[src/rtl/evpkt_pkg.sv]
package evpkt_pkg;

   typedef enum logic [3:0] {
      ST_IDLE,
      ST_ADDR,
      ST_CMD,
      ST_TYPE,
      ST_FETCH,
      ST_PAY,
      ST_FILL,
      ST_SUM,
      ST_EOP
   } evpkt_state_e;

   // list/event operation code, fill field cleared
   localparam logic [7:0] CMD_LIST_EVENT = 8'h92;
   // lowest bit of the fill count field in the command byte
   localparam int unsigned CMD_FILL_LSB = 5;
   localparam int unsigned CMD_FILL_BITS = 2;

endpackage

[src/rtl/evpkt_lead_trim.sv]
module evpkt_lead_trim #(
   parameter int unsigned ADDR_BYTES = 4,
   parameter int unsigned IDX_W      = 2
) (
   input  logic [8*ADDR_BYTES-1:0] addr_i,
   output logic [IDX_W-1:0]        first_idx_o
);

   logic [ADDR_BYTES-1:0] nz;

   genvar g;
   generate
      for (g = 0; g < ADDR_BYTES; g++) begin : g_nz
         assign nz[g] = |addr_i[8*g +: 8];
      end
   endgenerate

   // highest non-zero byte wins; all-zero address selects byte 0
   always_comb begin
      first_idx_o = '0;
      for (int i = 0; i < ADDR_BYTES; i++) begin
         if (nz[i]) first_idx_o = IDX_W'(i);
      end
   end

endmodule

[src/rtl/evpkt_sum.sv]
module evpkt_sum #(
   parameter int unsigned SUM_W = 8
) (
   input  logic             clk,
   input  logic             rst_n,
   input  logic             clr_i,
   input  logic             add_i,
   input  logic [SUM_W-1:0] val_i,
   output logic [SUM_W-1:0] sum_o
);

   always_ff @(posedge clk or negedge rst_n) begin
      if (!rst_n)     sum_o <= '0;
      else if (clr_i) sum_o <= '0;
      else if (add_i) sum_o <= sum_o + val_i;
   end

endmodule

[src/rtl/evpkt_word_lanes.sv]
module evpkt_word_lanes #(
   parameter int unsigned WORD_BYTES = 4,
   parameter int unsigned SEL_W      = 2
) (
   input  logic                    clk,
   input  logic                    rst_n,
   input  logic                    load_i,
   input  logic [8*WORD_BYTES-1:0] word_i,
   input  logic [SEL_W-1:0]        sel_i,
   output logic [7:0]              byte_o
);

   logic [8*WORD_BYTES-1:0] word_q;
   logic [7:0]              lane [WORD_BYTES];

   always_ff @(posedge clk or negedge rst_n) begin
      if (!rst_n)      word_q <= '0;
      else if (load_i) word_q <= word_i;
   end

   genvar g;
   generate
      for (g = 0; g < WORD_BYTES; g++) begin : g_lane
         assign lane[g] = word_q[8*g +: 8];
      end
   endgenerate

   always_comb begin
      byte_o = '0;
      for (int i = 0; i < WORD_BYTES; i++) begin
         if (sel_i == SEL_W'(i)) byte_o = lane[i];
      end
   end

endmodule

[src/rtl/evpkt_tx.sv]
module evpkt_tx
   import evpkt_pkg::*;
#(
   parameter int unsigned ADDR_BYTES = 4,
   parameter int unsigned WORD_BYTES = 4,
   parameter int unsigned LEN_W      = 8,
   parameter int unsigned FILL_W     = 2
) (
   input  logic                    clk,
   input  logic                    rst_n,
   input  logic                    start_i,
   input  logic [8*ADDR_BYTES-1:0] target_i,
   input  logic [7:0]              ptype_i,
   input  logic [LEN_W-1:0]        nwords_i,
   input  logic [FILL_W-1:0]       nfill_i,
   output logic                    busy_o,
   output logic                    done_o,
   output logic                    wreq_o,
   input  logic                    wack_i,
   input  logic [8*WORD_BYTES-1:0] wdata_i,
   output logic                    tx_valid_o,
   input  logic                    tx_ready_i,
   output logic [7:0]              tx_data_o,
   output logic                    tx_eop_o
);

   localparam int unsigned AIDX_W = (ADDR_BYTES > 1) ? $clog2(ADDR_BYTES) : 1;
   localparam int unsigned BIDX_W = (WORD_BYTES > 1) ? $clog2(WORD_BYTES) : 1;
   localparam logic [BIDX_W-1:0] LAST_LANE = BIDX_W'(WORD_BYTES - 1);

   generate
      if (ADDR_BYTES < 1 || ADDR_BYTES > 8) begin : g_bad_addr
         $error("evpkt_tx: ADDR_BYTES must be 1..8");
      end
      if (WORD_BYTES < 1 || WORD_BYTES > 8) begin : g_bad_word
         $error("evpkt_tx: WORD_BYTES must be 1..8");
      end
      if (LEN_W < 1 || LEN_W > 16) begin : g_bad_len
         $error("evpkt_tx: LEN_W must be 1..16");
      end
      if (FILL_W < 1 || FILL_W > CMD_FILL_BITS) begin : g_bad_fill
         $error("evpkt_tx: FILL_W must fit the command fill field");
      end
   endgenerate

   evpkt_state_e            state_q;
   logic [8*ADDR_BYTES-1:0] tgt_q;
   logic [7:0]              ptype_q;
   logic [LEN_W-1:0]        nwords_q;
   logic [FILL_W-1:0]       nfill_q;
   logic [FILL_W-1:0]       fcnt_q;
   logic [LEN_W-1:0]        wcnt_q;
   logic [AIDX_W-1:0]       aidx_q;
   logic [BIDX_W-1:0]       bidx_q;
   logic                    done_q;

   logic [AIDX_W-1:0]       first_idx;
   logic [7:0]              lane_byte;
   logic [7:0]              sum;
   logic [7:0]              cmd_byte;
   logic                    accept;
   logic                    fire;
   logic                    sum_add;
   logic                    load_word;

   evpkt_lead_trim #(
      .ADDR_BYTES (ADDR_BYTES),
      .IDX_W      (AIDX_W)
   ) u_trim (
      .addr_i      (target_i),
      .first_idx_o (first_idx)
   );

   evpkt_word_lanes #(
      .WORD_BYTES (WORD_BYTES),
      .SEL_W      (BIDX_W)
   ) u_lanes (
      .clk    (clk),
      .rst_n  (rst_n),
      .load_i (load_word),
      .word_i (wdata_i),
      .sel_i  (bidx_q),
      .byte_o (lane_byte)
   );

   evpkt_sum #(
      .SUM_W (8)
   ) u_sum (
      .clk   (clk),
      .rst_n (rst_n),
      .clr_i (accept),
      .add_i (sum_add),
      .val_i (tx_data_o),
      .sum_o (sum)
   );

   assign busy_o    = (state_q != ST_IDLE);
   assign done_o    = done_q;
   assign accept    = start_i && (state_q == ST_IDLE);
   assign wreq_o    = (state_q == ST_FETCH);
   assign load_word = wreq_o && wack_i;
   assign cmd_byte  = CMD_LIST_EVENT | (8'(nfill_q) << CMD_FILL_LSB);
   assign fire      = tx_valid_o && tx_ready_i;
   assign sum_add   = fire && (state_q == ST_CMD || state_q == ST_TYPE ||
                               state_q == ST_PAY || state_q == ST_FILL);

   always_comb begin
      tx_valid_o = 1'b1;
      tx_eop_o   = 1'b0;
      tx_data_o  = 8'h00;
      unique case (state_q)
         ST_ADDR: tx_data_o = tgt_q[8*aidx_q +: 8];
         ST_CMD:  tx_data_o = cmd_byte;
         ST_TYPE: tx_data_o = ptype_q;
         ST_PAY:  tx_data_o = lane_byte;
         ST_FILL: tx_data_o = 8'h00;
         ST_SUM:  tx_data_o = sum;
         ST_EOP:  tx_eop_o  = 1'b1;
         default: tx_valid_o = 1'b0;
      endcase
   end

   always_ff @(posedge clk or negedge rst_n) begin
      if (!rst_n) begin
         state_q  <= ST_IDLE;
         tgt_q    <= '0;
         ptype_q  <= '0;
         nwords_q <= '0;
         nfill_q  <= '0;
         fcnt_q   <= '0;
         wcnt_q   <= '0;
         aidx_q   <= '0;
         bidx_q   <= '0;
         done_q   <= 1'b0;
      end else begin
         done_q <= 1'b0;
         unique case (state_q)
            ST_IDLE: begin
               if (start_i) begin
                  tgt_q    <= target_i;
                  ptype_q  <= ptype_i;
                  nwords_q <= nwords_i;
                  nfill_q  <= nfill_i;
                  fcnt_q   <= nfill_i;
                  aidx_q   <= first_idx;
                  wcnt_q   <= '0;
                  state_q  <= ST_ADDR;
               end
            end
            ST_ADDR: begin
               if (fire) begin
                  if (aidx_q == '0) state_q <= ST_CMD;
                  else              aidx_q  <= aidx_q - AIDX_W'(1);
               end
            end
            ST_CMD: begin
               if (fire) state_q <= ST_TYPE;
            end
            ST_TYPE: begin
               if (fire) begin
                  if (nwords_q != '0)     state_q <= ST_FETCH;
                  else if (fcnt_q != '0)  state_q <= ST_FILL;
                  else                    state_q <= ST_SUM;
               end
            end
            ST_FETCH: begin
               if (wack_i) begin
                  bidx_q  <= LAST_LANE;
                  state_q <= ST_PAY;
               end
            end
            ST_PAY: begin
               if (fire) begin
                  if (bidx_q != '0) begin
                     bidx_q <= bidx_q - BIDX_W'(1);
                  end else if (wcnt_q == nwords_q - LEN_W'(1)) begin
                     state_q <= (fcnt_q != '0) ? ST_FILL : ST_SUM;
                  end else begin
                     wcnt_q  <= wcnt_q + LEN_W'(1);
                     state_q <= ST_FETCH;
                  end
               end
            end
            ST_FILL: begin
               if (fire) begin
                  fcnt_q <= fcnt_q - FILL_W'(1);
                  if (fcnt_q == FILL_W'(1)) state_q <= ST_SUM;
               end
            end
            ST_SUM: begin
               if (fire) state_q <= ST_EOP;
            end
            ST_EOP: begin
               if (fire) begin
                  done_q  <= 1'b1;
                  state_q <= ST_IDLE;
               end
            end
            default: state_q <= ST_IDLE;
         endcase
      end
   end

   // a stalled beat is frozen until taken
   a_r8_hold_stalled: assert property (@(posedge clk) disable iff (!rst_n)
      (tx_valid_o && !tx_ready_i) |=> (tx_valid_o && $stable(tx_data_o) && $stable(tx_eop_o)));

   // done only right after an accepted end-of-packet beat
   a_r10_done_after_eop: assert property (@(posedge clk) disable iff (!rst_n)
      done_o |-> (!busy_o && $past(tx_valid_o && tx_ready_i && tx_eop_o)));

   // end-of-packet beat carries a zero byte
   a_r7_eop_zero: assert property (@(posedge clk) disable iff (!rst_n)
      tx_eop_o |-> (tx_valid_o && tx_data_o == 8'h00));

   // a word fetch never overlaps an offered beat
   a_r5_fetch_exclusive: assert property (@(posedge clk) disable iff (!rst_n)
      wreq_o |-> !tx_valid_o);

   // the first address byte kept after trimming is non-zero unless it is byte 0
   a_r2_first_nonzero: assert property (@(posedge clk) disable iff (!rst_n)
      accept |=> (aidx_q == '0 || tx_data_o != 8'h00));

endmodule

[config.mk]
export PLATFORM = sky130hd
export DESIGN_NAME = evpkt_tx
export DESIGN_NICKNAME = d
export VERILOG_FILES = /design/src/rtl/evpkt_pkg.sv /design/src/rtl/evpkt_lead_trim.sv /design/src/rtl/evpkt_sum.sv /design/src/rtl/evpkt_word_lanes.sv /design/src/rtl/evpkt_tx.sv
export SDC_FILE = /design/constraint.sdc
export NUM_CORES = 1
export LEC_CHECK = 0
export ABC_AREA = 1
export BUFFER_PORTS_ARGS = -buffer_cell sky130_fd_sc_hd__buf_2
export CORE_ASPECT_RATIO = 0.7
export CORE_MARGIN = 3
export CORE_UTILIZATION = 40
export CTS_BUF_LIST = sky130_fd_sc_hd__clkbuf_16
export CTS_CLUSTER_DIAMETER = 100
export CTS_CLUSTER_SIZE = 14
export DETAILED_ROUTE_END_ITERATION = 10
export GPL_TIMING_DRIVEN = 0
export RECOVER_POWER = 50
export SYNTH_ARGS = -nofsm -noshare
export SYNTH_HDL_FRONTEND = slang
export SYNTH_SLANG_ARGS = --single-unit
export TNS_END_PERCENT = 10
[constraint.sdc]
create_clock -name clk -period 7.7 [get_ports clk]
set_input_delay 1.54 -clock clk [delete_from_list [all_inputs] [get_ports clk]]
set_output_delay 1.54 -clock clk [all_outputs]
set_load 0.01 [all_outputs]
Word-level counts from Yosys, hierarchy flattened --
Index checks and enable logic that the tools add are counted.
Word-level totals: bits in registers 109, input bits 87, word-level logic and storage cells 122
Cells by class: mux-type cells 46, reductions and logical operators 29, $add $sub $neg 6, shift operators 1, eq/ne operators 28
Operators by type and width (number):
- 8-bit two-way mux | 10
- 4-bit two-way mux | 13
- 8-bit case mux with 5 select lines | 1
- 4-bit case mux with 9 select lines | 1
- 32-bit by 6-bit variable part select with 8-bit output | 1
- 2-bit inequality test (second input constant) | 12
- 8-bit OR reduction | 3
- 2-bit two-way mux | 11
- 4-bit by 3-bit == test with 1-bit output (second input constant) | 4
- 8-bit case mux with 2 select lines | 1
- 2-bit nonzero test | 7
- 2-bit case mux with 2 select lines | 3
- 12-bit AND reduction | 1
- 8-bit by 1-bit adder with 8-bit output (second input constant) | 1
- 8-bit adder | 1
- 4-bit by 2-bit == test with 1-bit output (second input constant) | 2
- 8-bit == test | 1
- 4-bit AND reduction | 2
- 8-bit nonzero test | 1
- 8-bit by 1-bit subtractor with 8-bit output (second input constant) | 1
- 7-bit OR reduction | 1
- 1-bit two-way mux | 6
- 2-bit by 1-bit inequality test with 1-bit output (second input constant) | 3
- 2-bit by 1-bit subtractor with 2-bit output (second input constant) | 3
- other kinds (12) | 20

Logic depth before layout (Yosys ltp) --
depth in word-level cells 9, mapped depth 18, gate-level depth less buffers 18

Hierarchy --
A second synthesis with hierarchy kept.
Second synthesis, totals: cell total of the unflattened synthesis 836, area total of the unflattened synthesis 6163.4 µm²
Modules (own cells, without submodules):
- evpkt_tx | area an instance 3881.2 µm², cells an instance 542, seq. area each 1726.7 µm², instances 1
- evpkt_word_lanes | area an instance 1540.2 µm², cells an instance 182, seq. area each 800.8 µm², instances 1
- evpkt_sum | area an instance 619.3 µm², cells an instance 80, seq. area each 200.2 µm², instances 1
- evpkt_lead_trim | area an instance 122.6 µm², cells an instance 32, seq. area each 0.0 µm², instances 1

Worst setup path before layout --
No wires, ideal clock.
path type register -> output, from reg bidx_q[1], to out tx_data_o[6], stages on the path, launching flop included 9, slack 4.534 ns, required time 6.160 ns, arrival 1.626 ns, path through dfrtp_1 -> inv_1 -> ha_1 -> buf_2 -> nor2_1 -> a22oi_1 -> o21ai_0 -> nor2_1 -> o2111ai_1
On the way: cells in the longest elaborated chain, start to end 6, elaborated cells on any way between the ends 9
RTL lines:
- from (decl) | RTL line evpkt_tx.sv:54 | logic [BIDX_W-1:0] bidx_q;
- from (signal assigned) | RTL line evpkt_tx.sv:175 | bidx_q <= bidx_q - BIDX_W'(1);
- 2-bit logical NOT | RTL line evpkt_word_lanes.sv:31 | if (sel_i == SEL_W'(i)) byte_o = lane[i];
- 8-bit two-way mux (3 in series) | RTL line evpkt_word_lanes.sv:31
- 8-bit two-way mux * | RTL line evpkt_word_lanes.sv:31
- 8-bit case mux with 5 select lines * | RTL line evpkt_tx.sv:111 | unique case (state_q)
- to (decl) | RTL line evpkt_tx.sv:23 | output logic [7:0] tx_data_o,
Every way passes the cells marked *; elsewhere a longest branch is shown, timed or not.

Worst setup path after layout --
from reg bidx_q[1], to out tx_data_o[3]
Same word-level chain as after synthesis.

==> results <==
- The run finished, with violations left.
- The final reports fail on capacitance limit, slew limit.
- The initialized floorplan defines 36 standard-cell rows.
- The number of placed instances, taps included, is 1018.
- The number of buffers and inverters on the critical path is 3.
- For this run, the detailed router's first-pass iteration total came to 6.
- The remaining max-slew budget at the tightest pin is -36.5%.
- The latest clock arrival within the worst-skew pair is 0.35 ns.
- The most frequent cell on the critical path is buf_2.
- For this design the top-level I/O count stands at 100.
- For this block, the routed nets add up to 16500 um of wire.
- In the layout the commonest cells are nand2_1, dfrtp_1, buf_2.
- On the critical path the largest part of the delay comes from compound AO/OA/AOI/OAI gates.
- The routability congestion estimate is 0.924.
- Total power for the finished layout comes to 2.80 mW.
- The total number of H-tree levels is 3.
- Once detail routing completed, the nets flagged for antenna violations numbered 0.
- Buffers inserted during clock tree synthesis total 9.
- Setup total negative slack on the finished layout was measured at 0 ns.
- The slowest stage of the critical path is the nor2_1 cell.
- The number of synthesized flops with an enable pin is 0.
- From synthesis to final layout, the design area changed by 17.6%.
- Among all flip-flop cells after synthesis, the most frequent one is dfrtp_1.
- The signal on the critical path passes through inv_1 -> ha_1 -> buf_2 -> nor2_1 -> a22oi_1 -> o21ai_0 -> o211ai_1 -> o2111ai_1 -> buf_2.
- Of all nets on the critical path, the largest fanout is 10.
- Setup repair after global routing left no endpoint under its margin.
- The achievable frequency is 239 MHz.
- The share of async-settable or async-resettable flops after synthesis is 100%.
- The mean cell area of the mapped netlist is 8.29 um2.
- Counting flops and latches in the post-synthesis netlist gives 109.
- The final number of max-transition violations is 35.
- The worst setup path is of the register to primary output kind.
- The CTS tree is yes.
- The clock skew is 0.00743 ns.
- The via count is 5417.
- Entering global routing, the biggest net connects 76 pins.
- The clock passes through at most 2 buffers.
- The largest single stage delay on the critical path is 0.43 ns.
- The smallest clock period supported by the final layout is computed as 4.18 ns.
- The net count of the finished layout is 943.
- The region available for standard cell placement spans 0.0143 mm2.
- The via count of the first global-routing pass came to 5336.
- The share of the synthesized area in the top cell type is 45.2%.
- The count of buffers inserted at the top-level ports is 99.
- Summing the sequential cell areas from Yosys gives 45.2% of the chip area.
- The non-filler instance count after layout is 1034.
- The tool flagged a number of max-cap violations equal to 1.
- The path class of the tightest hold or removal check is register to register.
- Setup violations remaining at the end of the flow were counted as 0.
- The clock net in this run drives a total of 109 sinks.
- The wire length of the first global-routing pass is 27600 um.
- The category of the worst setup path launch point is a register.
- Once the floorplan was initialized, standard cells occupied 42.2% of the core.
- The worst setup path is captured at a primary output.
- Using the TritonRoute via totals, the vias-per-cell ratio works out to 5.24.
- The number of gates resized after CTS is 0.
- The net count after synthesis is 832.
- VDD sags by at most 187 uV.
- The average wire length per cell after detail routing is 15.9 um.
- Yosys printed 0 warnings.
- Once placement finished, the instance area stood at 0.00681 mm2.
- With fillers left out, the area of the finished cells amounts to 0.00710 mm2.
- For this design the static power due to leakage is 3.64 nW.
- The number of diodes is 0.
- The initial antenna violation count came to 0.
- The tree is rooted in a clkbuf_16.
- Global routing consumed, over all layers together, 20.6% of the routing resources.
- The die covers 0.0166 mm2.
- The height of the die is 109 um.
- The number of hold-slack violations in the final timing report is 0.
- For the worst setup path, the data arrival time is 2.64 ns.
- Leaving out fill and tap cells, the most frequent cell in the layout is nand2_1.
- After clock tree synthesis, the setup repair step added 0 buffers.
- For this design the ratio of total power to cell area is 394 mW/mm2.
- The count of hold buffers inserted by post-cts repair is 0.
- The required time at the endpoint of the critical path is 6.16 ns.
- The slew of the pin with the lowest slew margin is 2.05 ns.
- The number of different library cells used by synthesis comes to 45.
- After the first detailed-routing iteration, the DRC count stood at 418.
- By area the synthesized netlist is led by dfrtp_1, nand2_1, mux2_2, o21ai_0, inv_1.
- The width of the die is 153 um.
- The clock edge transition at the registers on the reported setup and hold paths is 0.07 ns.
- In the final layout, the share of cells above drive strength 1 is 22.6%.
- After global routing the overflow that remains totals 0.
- The residual DRC count is 0.
- The post-synthesis instance area is 0.00604 mm2.
- After layout, the worst path uses 54.3% of the clock period.
- Once detailed placement completed, the half-perimeter wirelength came to 12900 um.
- The cell taking the most area after synthesis is dfrtp_1.
- Counting every instance in the synthesized netlist gives 728.
[cell families (layout without fill, tap and decap cells)]
| logic type | Yosys count | count (layout) | share of synthesized area, % |
|---|---|---|---|
| AO/OA/AOI/OAI | 126 | 126 | 12.1 |
| XOR/XNOR | 10 | 10 | 1.45 |
| adder cells (fa/ha/maj) | 17 | 17 | 3.65 |
| buffers and inverters | 112 | 228 | 8.08 |
| flip-flops | 109 | 109 | 45.2 |
| multiplexers | 32 | 32 | 5.97 |
| AND/OR/NAND/NOR | 322 | 322 | 23.6 |
[cell usage after synthesis (5+ instances only)]
cell type	n
a21oi_1	19
a22oi_1	6
buf_2	9
buf_6	7
clkbuf_1	7
dfrtp_1	109
ha_1	16
inv_1	79
inv_2	8
mux2_2	31
nand2_1	208
nand3_1	34
nand4_1	16
nor2_1	33
nor2_2	9
o211ai_1	7
o21ai_0	69
o21ai_1	5
xor2_1	7
[per-layer routing]
layer  vias up  routed length (um)  global-route usage (%)
met3        18                 880                    4.01
met2       164                7070                    31.2
li1       2613                   -                       -
met1      2622                8330                    30.8
met4         0                 208                    4.51
met5         -                   0                       0
[sequential cells by signal, indices dropped and copies added, names as in the netlist, 4 cells and up]
name / count
wcnt_q: 8
u_sum.sum_o: 8
ptype_q: 8
tgt_q: 32
u_lanes.word_q: 32
state_q: 4
nwords_q: 8
[stage by stage]
| stage | hold slack (ns) | setup WS [ns] | util, % |
|---|---|---|---|
| after global routing | 0.513 | 3.25 | 49.6 |
| after global placement | 0.456 | 3.73 | 47.3 |
| after detailed placement | 0.459 | 3.97 | 47.5 |
| after floorplan | 0.437 | 4.53 | - |
| after CTS | 0.478 | 3.56 | 49.8 |
| final | 0.477 | 3.52 | 49.6 |
[power by group]
| part | total [mW] | internal, mW | switching [mW] |
|---|---|---|---|
| clock network | 0.506 | 0.287 | 0.219 |
| registers | 0.988 | 0.819 | 0.168 |
| logic | 1.30 | 0.484 | 0.819 |
[worst paths after layout]
check	from	endpoint	slack (ns)	depth (start not counted)
worst max-delay path	bidx_q[1]$_DFFE_PN0P_	tx_data_o[3]	3.52	9
worst min-delay path	ptype_q[3]$_DFFE_PN0P_	ptype_q[3]$_DFFE_PN0P_	0.48	2
worst max register to register	bidx_q[1]$_DFFE_PN0P_	u_sum.sum_o[6]$_DFFE_PN0P_	4.32	16
worst min register to register	ptype_q[3]$_DFFE_PN0P_	ptype_q[3]$_DFFE_PN0P_	0.48	2
max in group asynchronous	rst_n	tgt_q[31]$_DFFE_PN0P_	4.75	2
min in group asynchronous	rst_n	u_lanes.word_q[2]$_DFFE_PN0P_	1.77	1
[cell type report]
class | instances | area [um2]
flip-flops and latches | 109 | 2730
well taps | 190 | 238
multi-input cells | 507 | 2820
inverters | 88 | 330
repair buffers | 100 | 519
plain buffers | 24 | 143
fillers | 1400 | 7220
clock inverters | 7 | 96.3
clock buffers | 9 | 225
[tightest hold or removal path, delay by kind of cell (launching register included)]
| family | cells | cell delay, ns |
|---|---|---|
| flip-flops | 1 | 0.35 |
| AND/OR/NAND/NOR | 2 | 0.11 |
Power figures use the tool's default switching activity.
